[src/rtl/seg_xlate_pkg.sv]
package seg_xlate_pkg;
   typedef enum logic [1:0] {
      CAUSE_NONE    = 2'b00,
      CAUSE_BOUNDS  = 2'b01,
      CAUSE_INVALID = 2'b10
   } cause_e;
endpackage

[src/rtl/seg_priv_gate.sv]
module seg_priv_gate (
   input  logic clk,
   input  logic rst_n,
   input  logic we,
   input  logic priv,
   output logic we_ok,
   output logic viol_q
);
   assign we_ok = we & priv;

   always_ff @(posedge clk) begin
      if (!rst_n) viol_q <= 1'b0;
      else        viol_q <= we & ~priv;
   end
endmodule

[src/rtl/seg_table.sv]
module seg_table #(
   parameter int SEG_W      = 3,
   parameter int PA_W       = 16,
   parameter int LIM_W      = 11,
   parameter bit RESET_DATA = 1'b1
) (
   input  logic             clk,
   input  logic             rst_n,
   input  logic             wr_en,
   input  logic [SEG_W-1:0] wr_seg,
   input  logic [PA_W-1:0]  wr_base,
   input  logic [LIM_W-1:0] wr_lim,
   input  logic             wr_vld,
   input  logic [SEG_W-1:0] rd_seg,
   output logic [PA_W-1:0]  rd_base,
   output logic [LIM_W-1:0] rd_lim,
   output logic             rd_vld
);
   localparam int NSEG = 1 << SEG_W;

   logic [PA_W-1:0]  base_q [NSEG];
   logic [LIM_W-1:0] lim_q  [NSEG];
   logic [NSEG-1:0]  vld_q;

   // the in-use flags always reset; data registers only when asked
   always_ff @(posedge clk) begin
      if (!rst_n)     vld_q <= '0;
      else if (wr_en) vld_q[wr_seg] <= wr_vld;
   end

   generate
      if (RESET_DATA) begin : g_data_rst
         always_ff @(posedge clk) begin
            if (!rst_n) begin
               for (int i = 0; i < NSEG; i++) begin
                  base_q[i] <= '0;
                  lim_q[i]  <= '0;
               end
            end else if (wr_en) begin
               base_q[wr_seg] <= wr_base;
               lim_q[wr_seg]  <= wr_lim;
            end
         end
      end else begin : g_data_norst
         always_ff @(posedge clk) begin
            if (wr_en) begin
               base_q[wr_seg] <= wr_base;
               lim_q[wr_seg]  <= wr_lim;
            end
         end
      end
   endgenerate

   // read returns the stored row, so a same-cycle write is not seen
   assign rd_base = base_q[rd_seg];
   assign rd_lim  = lim_q[rd_seg];
   assign rd_vld  = vld_q[rd_seg];
endmodule

[src/rtl/seg_bound_check.sv]
module seg_bound_check
   import seg_xlate_pkg::*;
#(
   parameter int OFF_W = 10,
   parameter int PA_W  = 16,
   parameter int LIM_W = 11
) (
   input  logic             row_vld,
   input  logic [PA_W-1:0]  row_base,
   input  logic [LIM_W-1:0] row_lim,
   input  logic [OFF_W-1:0] off,
   output logic [PA_W-1:0]  pa,
   output cause_e           cause
);
   localparam int PAD_LIM = LIM_W - OFF_W;
   localparam int PAD_PA  = PA_W - OFF_W;

   logic [LIM_W-1:0] off_l;
   logic [PA_W-1:0]  off_p;
   logic             in_range;

   assign off_l    = {{PAD_LIM{1'b0}}, off};
   assign off_p    = {{PAD_PA{1'b0}}, off};
   assign in_range = off_l < row_lim;

   always_comb begin
      pa    = '0;
      cause = CAUSE_NONE;
      if (!row_vld)       cause = CAUSE_INVALID;
      else if (!in_range) cause = CAUSE_BOUNDS;
      else                pa    = row_base + off_p;
   end
endmodule

[src/rtl/seg_resp_reg.sv]
module seg_resp_reg
   import seg_xlate_pkg::*;
#(
   parameter int PA_W = 16
) (
   input  logic            clk,
   input  logic            rst_n,
   input  logic            in_vld,
   input  logic [PA_W-1:0] in_pa,
   input  cause_e          in_cause,
   output logic            out_vld,
   output logic [PA_W-1:0] out_pa,
   output logic [1:0]      out_cause,
   output logic            out_fault
);
   always_ff @(posedge clk) begin
      if (!rst_n || !in_vld) begin
         out_vld   <= 1'b0;
         out_pa    <= '0;
         out_cause <= 2'b00;
         out_fault <= 1'b0;
      end else begin
         out_vld   <= 1'b1;
         out_pa    <= in_pa;
         out_cause <= in_cause;
         out_fault <= (in_cause != CAUSE_NONE);
      end
   end
endmodule

[src/rtl/seg_xlate_unit.sv]
module seg_xlate_unit
   import seg_xlate_pkg::*;
#(
   parameter int SEG_W      = 3,
   parameter int OFF_W      = 10,
   parameter int PA_W       = 16,
   parameter bit RESET_DATA = 1'b1
) (
   input  logic               clk,
   input  logic               rst_n,
   input  logic               cfg_we,
   input  logic               cfg_priv,
   input  logic [SEG_W-1:0]   cfg_seg,
   input  logic [PA_W-1:0]    cfg_base,
   input  logic [OFF_W:0]     cfg_limit,
   input  logic               cfg_valid,
   output logic               priv_err,
   input  logic               req_vld,
   input  logic [SEG_W-1:0]   req_seg,
   input  logic [OFF_W-1:0]   req_off,
   output logic               rsp_vld,
   output logic [PA_W-1:0]    rsp_pa,
   output logic               rsp_fault,
   output logic [1:0]         rsp_cause
);
   localparam int LIM_W = OFF_W + 1;

   generate
      if (SEG_W < 1 || SEG_W > 8) begin : g_bad_seg
         $error("seg_xlate_unit: SEG_W must lie in 1..8");
      end
      if (OFF_W < 1) begin : g_bad_off
         $error("seg_xlate_unit: OFF_W must be positive");
      end
      if (PA_W < OFF_W) begin : g_bad_pa
         $error("seg_xlate_unit: PA_W must not be narrower than OFF_W");
      end
   endgenerate

   logic             we_ok;
   logic [PA_W-1:0]  row_base;
   logic [LIM_W-1:0] row_lim;
   logic             row_vld;
   logic [PA_W-1:0]  xl_pa;
   cause_e           xl_cause;

   seg_priv_gate u_gate (
      .clk    (clk),
      .rst_n  (rst_n),
      .we     (cfg_we),
      .priv   (cfg_priv),
      .we_ok  (we_ok),
      .viol_q (priv_err)
   );

   seg_table #(
      .SEG_W      (SEG_W),
      .PA_W       (PA_W),
      .LIM_W      (LIM_W),
      .RESET_DATA (RESET_DATA)
   ) u_table (
      .clk     (clk),
      .rst_n   (rst_n),
      .wr_en   (we_ok),
      .wr_seg  (cfg_seg),
      .wr_base (cfg_base),
      .wr_lim  (cfg_limit),
      .wr_vld  (cfg_valid),
      .rd_seg  (req_seg),
      .rd_base (row_base),
      .rd_lim  (row_lim),
      .rd_vld  (row_vld)
   );

   seg_bound_check #(
      .OFF_W (OFF_W),
      .PA_W  (PA_W),
      .LIM_W (LIM_W)
   ) u_check (
      .row_vld  (row_vld),
      .row_base (row_base),
      .row_lim  (row_lim),
      .off      (req_off),
      .pa       (xl_pa),
      .cause    (xl_cause)
   );

   seg_resp_reg #(
      .PA_W (PA_W)
   ) u_resp (
      .clk       (clk),
      .rst_n     (rst_n),
      .in_vld    (req_vld),
      .in_pa     (xl_pa),
      .in_cause  (xl_cause),
      .out_vld   (rsp_vld),
      .out_pa    (rsp_pa),
      .out_cause (rsp_cause),
      .out_fault (rsp_fault)
   );
endmodule

[config.mk]
export PLATFORM = sky130hd
export DESIGN_NAME = seg_xlate_unit
export DESIGN_NICKNAME = d
export VERILOG_FILES = /design/src/rtl/seg_xlate_pkg.sv /design/src/rtl/seg_priv_gate.sv /design/src/rtl/seg_table.sv /design/src/rtl/seg_bound_check.sv /design/src/rtl/seg_resp_reg.sv /design/src/rtl/seg_xlate_unit.sv
export SDC_FILE = /design/constraint.sdc
export NUM_CORES = 1
export LEC_CHECK = 0
export BUFFER_PORTS_ARGS = -buffer_cell sky130_fd_sc_hd__buf_2
export CORE_UTILIZATION = 60
export CTS_CLUSTER_SIZE = 25
export DETAILED_ROUTE_END_ITERATION = 12
export PLACE_DENSITY = 0.81
export REMOVE_ABC_BUFFERS = 1
export SYNTH_ARGS = -nofsm -noshare
export SYNTH_HDL_FRONTEND = slang
export SYNTH_HIERARCHICAL = 1
export SYNTH_SLANG_ARGS = --single-unit
export TNS_END_PERCENT = 50
[constraint.sdc]
create_clock -name clk -period 8.1 [get_ports clk]
set_clock_uncertainty 0.15 [all_clocks]
set_input_delay 0.405 -clock clk [delete_from_list [all_inputs] [get_ports clk]]
set_output_delay 0.405 -clock clk [all_outputs]
set_load 0.005 [all_outputs]
==> results.cfg, run 1 <==
[global_route]
grt_use_total = 0.291
vias_in_the_first_global_route = 7436
grt_antenna_before_repair = 1
first_pass_grt_wire_length_mm = 43.0
grt_start_max_net_pins = 57
globalRoute.totalOverflow = 0

[synthesis]
async_reset_ff_frac = 0
dominantRegCellSynth = sky130_fd_sc_hd__edfxtp_1
mux_cell_area_share_after_synthesis = 0.142
synth_cells = 818
synth_warnings = 6
synth-xor-area-share = 0.00297
ys_seq_elements = 245
netlist_top_cells_area = sky130_fd_sc_hd__edfxtp_1 55%, sky130_fd_sc_hd__and2_1 12%, sky130_fd_sc_hd__mux4_2 9.6%
dominant_combinational_cell_family_by_area_after_synthesis = simple AND/OR/NAND/NOR gates
synth_simple_gate_area_frac = 0.170
synth.largest_area_cell = sky130_fd_sc_hd__edfxtp_1
synth_enable_flop_cells = 216
synth_compound_gate_area_share = 0.0369
ys_types = 63
synth_top_cell_area_share = 0.551
synth_fa_ha_area_frac = 0.0219
synth.cell_area_mm2 = 0.0118
post_synth.cell_area_avg_um2 = 14.4
synth_seq_area_share = 0.600

[worst_setup_path]
source_of_the_critical_timing_path = req_seg[0]
end_kind = flip-flop
crit-reg2reg-launch = u_table/base_q[2][0]
worst-endpoint-arrival_ns = 4.33
critPathMaxFanout = 36
timing.setup.critical_path_class = in -> reg
timing.critical_path.required_ns = 8.42
critPathLaunchType = primary input

[power]
vdd_ir_drop_max_v = 0.000148
power.leakage_nw = 4.98
power_density_over_cell_area_mw_per_mm2 = 217

[finish]
layout_net_count = 959
final_core_utilization = 0.694
layout-drive-gt1-share = 0.236
final_design_area_no_fill_mm2 = 0.0132
synthToLayoutAreaGrowth_pct = 11.7

[clock_tree]
cts.root.buffer_cell = sky130_fd_sc_hd__clkbuf_16
numCtsBuffers = 25
cts_tree = yes
clockBufferDepth = 3
clock_insertion_delay_worst_skew_ns = 0.53
clock_tree.htree_level_count = 1
postCtsSetupBuffers = 0
clkSlewWorstSetupHoldPaths_ns = 0.06
cts.sinks = 245

[min_path]
holdCritStartpoint = cfg_priv
min-delay-path-class = in -> reg

[sta]
rsz0062_at_grt = no
report.final.hold_viol_count = 0
crit_path_time_final_ns = 4.01
worst-slew-pin-transition_ns = 1.28
timing.final.crit_share = 0.495
maxClockFrequency_mhz = 249
setup_viol = 0
setup_total_neg_slack_ns = 0
slew_violations = 0
relSlewSlack = 0.144

[floorplanning]
placeableCoreArea_mm2 = 0.0190
num_rows = 50
io_pins = 70
start_util = 0.621
die_x_um = 142
die_h_um = 142
die_area_mm2 = 0.0202

[placement]
final_hpwl_dp_mm = 16.7
placed_area_mm2 = 0.0124
portBuffers = 69
gp_congestion = 0.976

[routing]
ant_nets = 0
routed-via-count = 7227
initialDrtViolationCount = 800
drc = 0
detail_route.vias_per_cell = 6.18
drt-pass1-iter-count = 5
postRouteWirelength_mm = 28.2
wire_per_inst_um = 24.2

[run]
drv.max_cap_violation_count = 0

[status]
outcome = completed
cell families (layout without fill, tap and decap cells):
logic type | after synthesis | count (layout)
muxes | 91 | 91
DFF | 245 | 245
buffers and inverters | 64 | 154
other | 0 | 1
and+or+nand+nor | 331 | 331
xor gates and xnor gates | 4 | 4
AOI/OAI and AO/OA | 63 | 63
adders and majority gates | 20 | 20
synthesized netlist by cell type, types with 3 or more instances:
cell type                  instances
sky130_fd_sc_hd__mux4_2           50
sky130_fd_sc_hd__dfxtp_1          29
sky130_fd_sc_hd__nand3_1           8
sky130_fd_sc_hd__nand2b_1          6
sky130_fd_sc_hd__nand4b_1          4
sky130_fd_sc_hd__nand4_1           3
sky130_fd_sc_hd__mux4_1            6
sky130_fd_sc_hd__a21boi_1          3
sky130_fd_sc_hd__inv_1            20
sky130_fd_sc_hd__a31oi_1           4
sky130_fd_sc_hd__nor2_1           22
sky130_fd_sc_hd__a211oi_1          4
sky130_fd_sc_hd__and3_1           20
sky130_fd_sc_hd__a21o_1            4
sky130_fd_sc_hd__o21ai_0          11
sky130_fd_sc_hd__nand2_1          17
sky130_fd_sc_hd__mux2i_1           7
sky130_fd_sc_hd__mux2_2           28
sky130_fd_sc_hd__buf_6             5
sky130_fd_sc_hd__nor2b_1           5
sky130_fd_sc_hd__and2_1          218
sky130_fd_sc_hd__buf_2            17
sky130_fd_sc_hd__edfxtp_1        216
sky130_fd_sc_hd__xnor2_1           3
sky130_fd_sc_hd__ha_1             19
sky130_fd_sc_hd__nor3_1            8
sky130_fd_sc_hd__a21oi_1          17
sky130_fd_sc_hd__clkbuf_1         16
cells in the final DEF, fill, tap and decap left out, types with 4 or more instances in the layout:
master                        n
sky130_fd_sc_hd__nand3_1      8
sky130_fd_sc_hd__a21o_1       4
sky130_fd_sc_hd__clkbuf_1     9
sky130_fd_sc_hd__nor3_1       8
sky130_fd_sc_hd__buf_4       20
sky130_fd_sc_hd__buf_2       68
sky130_fd_sc_hd__nor2_1      22
sky130_fd_sc_hd__nand4b_1     4
sky130_fd_sc_hd__o21ai_0      9
sky130_fd_sc_hd__ha_1        19
sky130_fd_sc_hd__edfxtp_1   216
sky130_fd_sc_hd__mux2_2      28
sky130_fd_sc_hd__mux2i_1      7
sky130_fd_sc_hd__nand2_1     17
sky130_fd_sc_hd__mux4_1       6
sky130_fd_sc_hd__mux4_2      50
sky130_fd_sc_hd__dfxtp_1     29
sky130_fd_sc_hd__and2_1     218
sky130_fd_sc_hd__inv_1       20
sky130_fd_sc_hd__and3_1      20
sky130_fd_sc_hd__clkbuf_16   26
sky130_fd_sc_hd__a21oi_1     17
sky130_fd_sc_hd__nand2b_1     6
sky130_fd_sc_hd__nor2b_1      5
sky130_fd_sc_hd__a31oi_1      4
sky130_fd_sc_hd__a211oi_1     4
repair_timing:
item	4_1_cts	5_1_grt
endpoints found under the hold margin	1	0
hold buffers	1	0
gates resized for setup	0	0
setup endpoints to repair	0	0
worst paths after layout:
check | depth (start not counted) | end | slack (ns)
worst min-delay path | 2 | u_gate/viol_q | 0.02
worst max-delay path | 13 | u_resp/out_pa[14] | 4.09
worst max register to register | 11 | u_resp/out_pa[14] | 4.77
worst min register to register | 2 | u_table/vld_q[1] | 0.35
layout make-up:
class                           count  area (µm²)
Clock inverter                      7        42.5
Antenna cell                        1        2.50
Inverter                           20        75.1
Fill cell                        1297        5790
Tap cell                          260         325
Multi-Input combinational cell    509        4430
Clock buffer                       38         726
Sequential cell                   245        7070
Timing Repair Buffer               89         500
power by group:
part,switching [mW],total [mW],internal (mW)
clock,0.462,1.08,0.618
combinational,0.188,0.324,0.136
sequential,0.0181,1.46,1.44
total,0.668,2.86,2.19
flip-flops by register name, indices dropped and copies added (netlist names):
register,cells
u_table/base_q,128
u_table/lim_q,88
u_resp/out_pa,16
u_table/vld_q,8
u_resp/out_cause,2
u_gate/viol_q,1
u_resp/out_fault,1
u_resp/out_vld,1
per-layer routing:
metal / vias to the layer above / global-route usage / routed length (µm)
met5: - / 0 / 0
met4: 0 / 0.113 / 667
met3: 63 / 0.0313 / 2040
met2: 361 / 0.517 / 14900
met1: 3619 / 0.369 / 10600
li1: 3184 / - / -
worst max-delay path: stages:
cell and delay (ns):
sky130_fd_sc_hd__buf_4 0.37, sky130_fd_sc_hd__buf_4 0.67, sky130_fd_sc_hd__mux4_2 0.60, sky130_fd_sc_hd__mux2_2 0.28
sky130_fd_sc_hd__ha_1 0.23, sky130_fd_sc_hd__inv_1 0.08, sky130_fd_sc_hd__fa_1 0.23, sky130_fd_sc_hd__nor2b_4 0.07
sky130_fd_sc_hd__o31a_1 0.29, sky130_fd_sc_hd__o31ai_4 0.23, sky130_fd_sc_hd__or4b_1 0.46, sky130_fd_sc_hd__a31oi_1 0.20
sky130_fd_sc_hd__and3_1 0.18
metrics by stage:
| step | hold WS, ns | total power, mW | setup slack, ns | cells |
|---|---|---|---|---|
| 2_1_floorplan | 0.292 | 1.68 | 4.74 | 774 |
| 3_3_place_gp | 0.300 | 1.78 | 3.69 | 1122 |
| 3_5_place_dp | 0.334 | 1.80 | 3.59 | 1122 |
| 4_1_cts | 0.0182 | 2.87 | 4.09 | 1168 |
| 5_1_grt | 0.0231 | 2.95 | 3.88 | 1169 |
| 6_report | 0.0190 | 2.86 | 4.09 | 1169 |
(Power assumes the default switching activity.)
==> run 2, diff against run 1 <==
CORE_UTILIZATION = 55   (was 60)
PLACE_DENSITY = 0.78   (was 0.81)
clock period = 3.65 ns   (was 8.1 ns; I/O delays follow)
==> run 2 against run 1 <==
  * Worst setup slack worse by 3.7 ns
  * Sequential share of layout area is 2.0 points lower
  * Via count is 0.29% lower
  * Sequential power is 120% higher
  * Critical endpoint is now u_resp/out_pa[3]
  * Final cell count is 4.8% higher
  * Critical path depth is 2 lower
  * First-iteration DRC count is 30% lower
  * Core utilization is 4.4 points lower
  * Global-route usage is 3.2 points lower
  * Combinational power is 130% higher
  * Clock-buffer cell count is 4 lower
==> results.cfg, run 2 (synthesis results as in run 1) <==
[placement]
placed_area_mm2 = 0.0126
portBuffers = 69
final_hpwl_dp_mm = 16.7
dp_slack_ns = 0.172
numPlacedInstances = 1147
gp_congestion = 0.923

[sta]
report.final.hold_viol_count = 0
setup_viol = 0
crit_path_time_final_ns = 3.28
worst-slew-pin-transition_ns = 0.824
timing.final.crit_share = 0.898
worst_path_setup_slack_after_routing_ns = 0.372
setup_total_neg_slack_ns = 0
slew_violations = 0
maxClockFrequency_mhz = 305
whs_ns = 0.0319
rsz0062_at_grt = no
relSlewSlack = 0.449

[clock_tree]
clock_insertion_delay_worst_skew_ns = 0.52
cts_tree = yes
numCtsBuffers = 26
clkSlewWorstSetupHoldPaths_ns = 0.06
clockBufferDepth = 3
cts.sinks = 245
cts.root.buffer_cell = sky130_fd_sc_hd__clkbuf_16
clock_tree.htree_level_count = 1
postCtsSetupBuffers = 0

[worst_setup_path]
cp.buffers_inverters = 2
timing.critical_path.required_ns = 3.96
cell_breakdown_of_the_critical_path = mux4_1, mux2_2, inv_1, ha_1, a21o_1, a31oi_1, o21ai_0, a211o_1, buf_4, nor3_1, and3_1
crit_path_top_delay_cell = sky130_fd_sc_hd__mux4_1
end_kind = flip-flop
wp_depth = 11
r2r_depth = 11
critPathLaunchType = flip-flop
worst_r2r_endpoint = u_resp/out_pa[3]
cp_slowest_stage_delay_ns = 0.50
crit-reg2reg-launch = u_table/lim_q[4][2]
critical-path-top-delay-family = compound AO/OA/AOI/OAI gates
worst-endpoint-arrival_ns = 3.59
timing.setup.critical_path_class = reg -> reg
r2r_setup_slack_ns = 0.37
critPathMaxFanout = 10

[min_path]
min-delay-path-class = in -> reg
hold_end = u_table/vld_q[3]
hold_path_cells = 4
holdCritStartpoint = cfg_seg[0]

[finish]
stdcell_count = 1225
mostFrequentLayoutCells = 218 x sky130_fd_sc_hd__and2_1, 216 x sky130_fd_sc_hd__edfxtp_1, 68 x sky130_fd_sc_hd__buf_2, 50 x sky130_fd_sc_hd__mux4_2, 31 x sky130_fd_sc_hd__dlygate4sd3_1
layout_net_count = 1000
top_register = u_table/base_q
synthToLayoutAreaGrowth_pct = 16.1
final_core_utilization = 0.650
layout-drive-gt1-share = 0.239
largest_register_ffs = 128
final_design_area_no_fill_mm2 = 0.0137
n_antenna_cell = 0
most_common_cell_after_layout_fill_and_taps_aside = sky130_fd_sc_hd__and2_1
largest_registers = u_table/base_q: 128 flops, u_table/lim_q: 88 flops, u_resp/out_pa: 16 flops

[routing]
wire_per_inst_um = 22.4
ant_nets = 0
detail_route.vias_per_cell = 5.88
routed-via-count = 7206
drt-pass1-iter-count = 5
postRouteWirelength_mm = 27.4
initialDrtViolationCount = 558
drc = 0

[floorplanning]
io_pins = 70
die_area_mm2 = 0.0220
die_x_um = 148
die_h_um = 148
placeableCoreArea_mm2 = 0.0210
start_util = 0.560
num_rows = 53

[power]
vdd_ir_drop_max_v = 0.000389
power.leakage_nw = 5.20
power_density_over_cell_area_mw_per_mm2 = 471
report.power.total_mw = 6.44

[global_route]
first_pass_grt_wire_length_mm = 42.2
vias_in_the_first_global_route = 7206
grt_start_max_net_pins = 40
grt_antenna_before_repair = 1
globalRoute.totalOverflow = 0
grt_use_total = 0.259

[run]
drv.max_cap_violation_count = 0

[status]
outcome = completed
## run 2: changes by cell type in the layout (fill, tap and decap cells not counted), sizes merged
cell	before	now
buf	88	98
clkbuf	38	34
diode	1	0
bufinv	0	1
clkinvlp	2	0
dlygate4sd3	1	31
inv	21	20
clkinv	4	12
## run 2: final cells by class
| class | count | area (µm²) |
|---|---|---|
| clock inverters | 13 | 83.8 |
| fillers | 1530 | 7350 |
| repair buffers | 129 | 926 |
| well taps | 275 | 344 |
| inverters | 20 | 75.1 |
| clock buffers | 34 | 712 |
| multi-input cells | 509 | 4470 |
| flip-flops and latches | 245 | 7070 |
## run 2: worst max path at each step
stage	start	to	slack [ns]
floorplan	cfg_we	u_table/base_q[1][0]	0.51
global placement	req_seg[0]	u_resp/out_pa[2]	0.27
detailed placement	req_seg[0]	u_resp/out_pa[3]	0.17
CTS	u_table/lim_q[4][2]	u_resp/out_pa[3]	0.40
global route	u_table/lim_q[4][2]	u_resp/out_pa[2]	0.17
finish	u_table/lim_q[4][2]	u_resp/out_pa[3]	0.37
## run 2: repair_timing
action                                  CTS  global route
gates resized for setup                   0             0
hold endpoints to repair                245             0
hold buffers                             31             0
endpoints found under the setup margin    0             0
## run 2: tightest hold or removal path, stage by stage
cell                       delay [ns]
sky130_fd_sc_hd__buf_2           0.16
sky130_fd_sc_hd__nand4b_1        0.15
sky130_fd_sc_hd__mux2i_1         0.08
sky130_fd_sc_hd__nor2b_1         0.09
## run 2: per-layer routing
metal,up-vias,global-route usage,routed length [µm]
li1,3267,-,-
met1,3592,0.354,11500
met2,292,0.430,13500
met3,55,0.0426,1790
met4,0,0.0784,656
met5,-,0,0
## run 2: report_power, final
group	switching [mW]	leakage (nW)	internal [mW]
registers	0.0384	2.30	3.20
logic	0.421	2.51	0.335
clock network	1.01	0.390	1.43
total	1.47	5.20	4.97
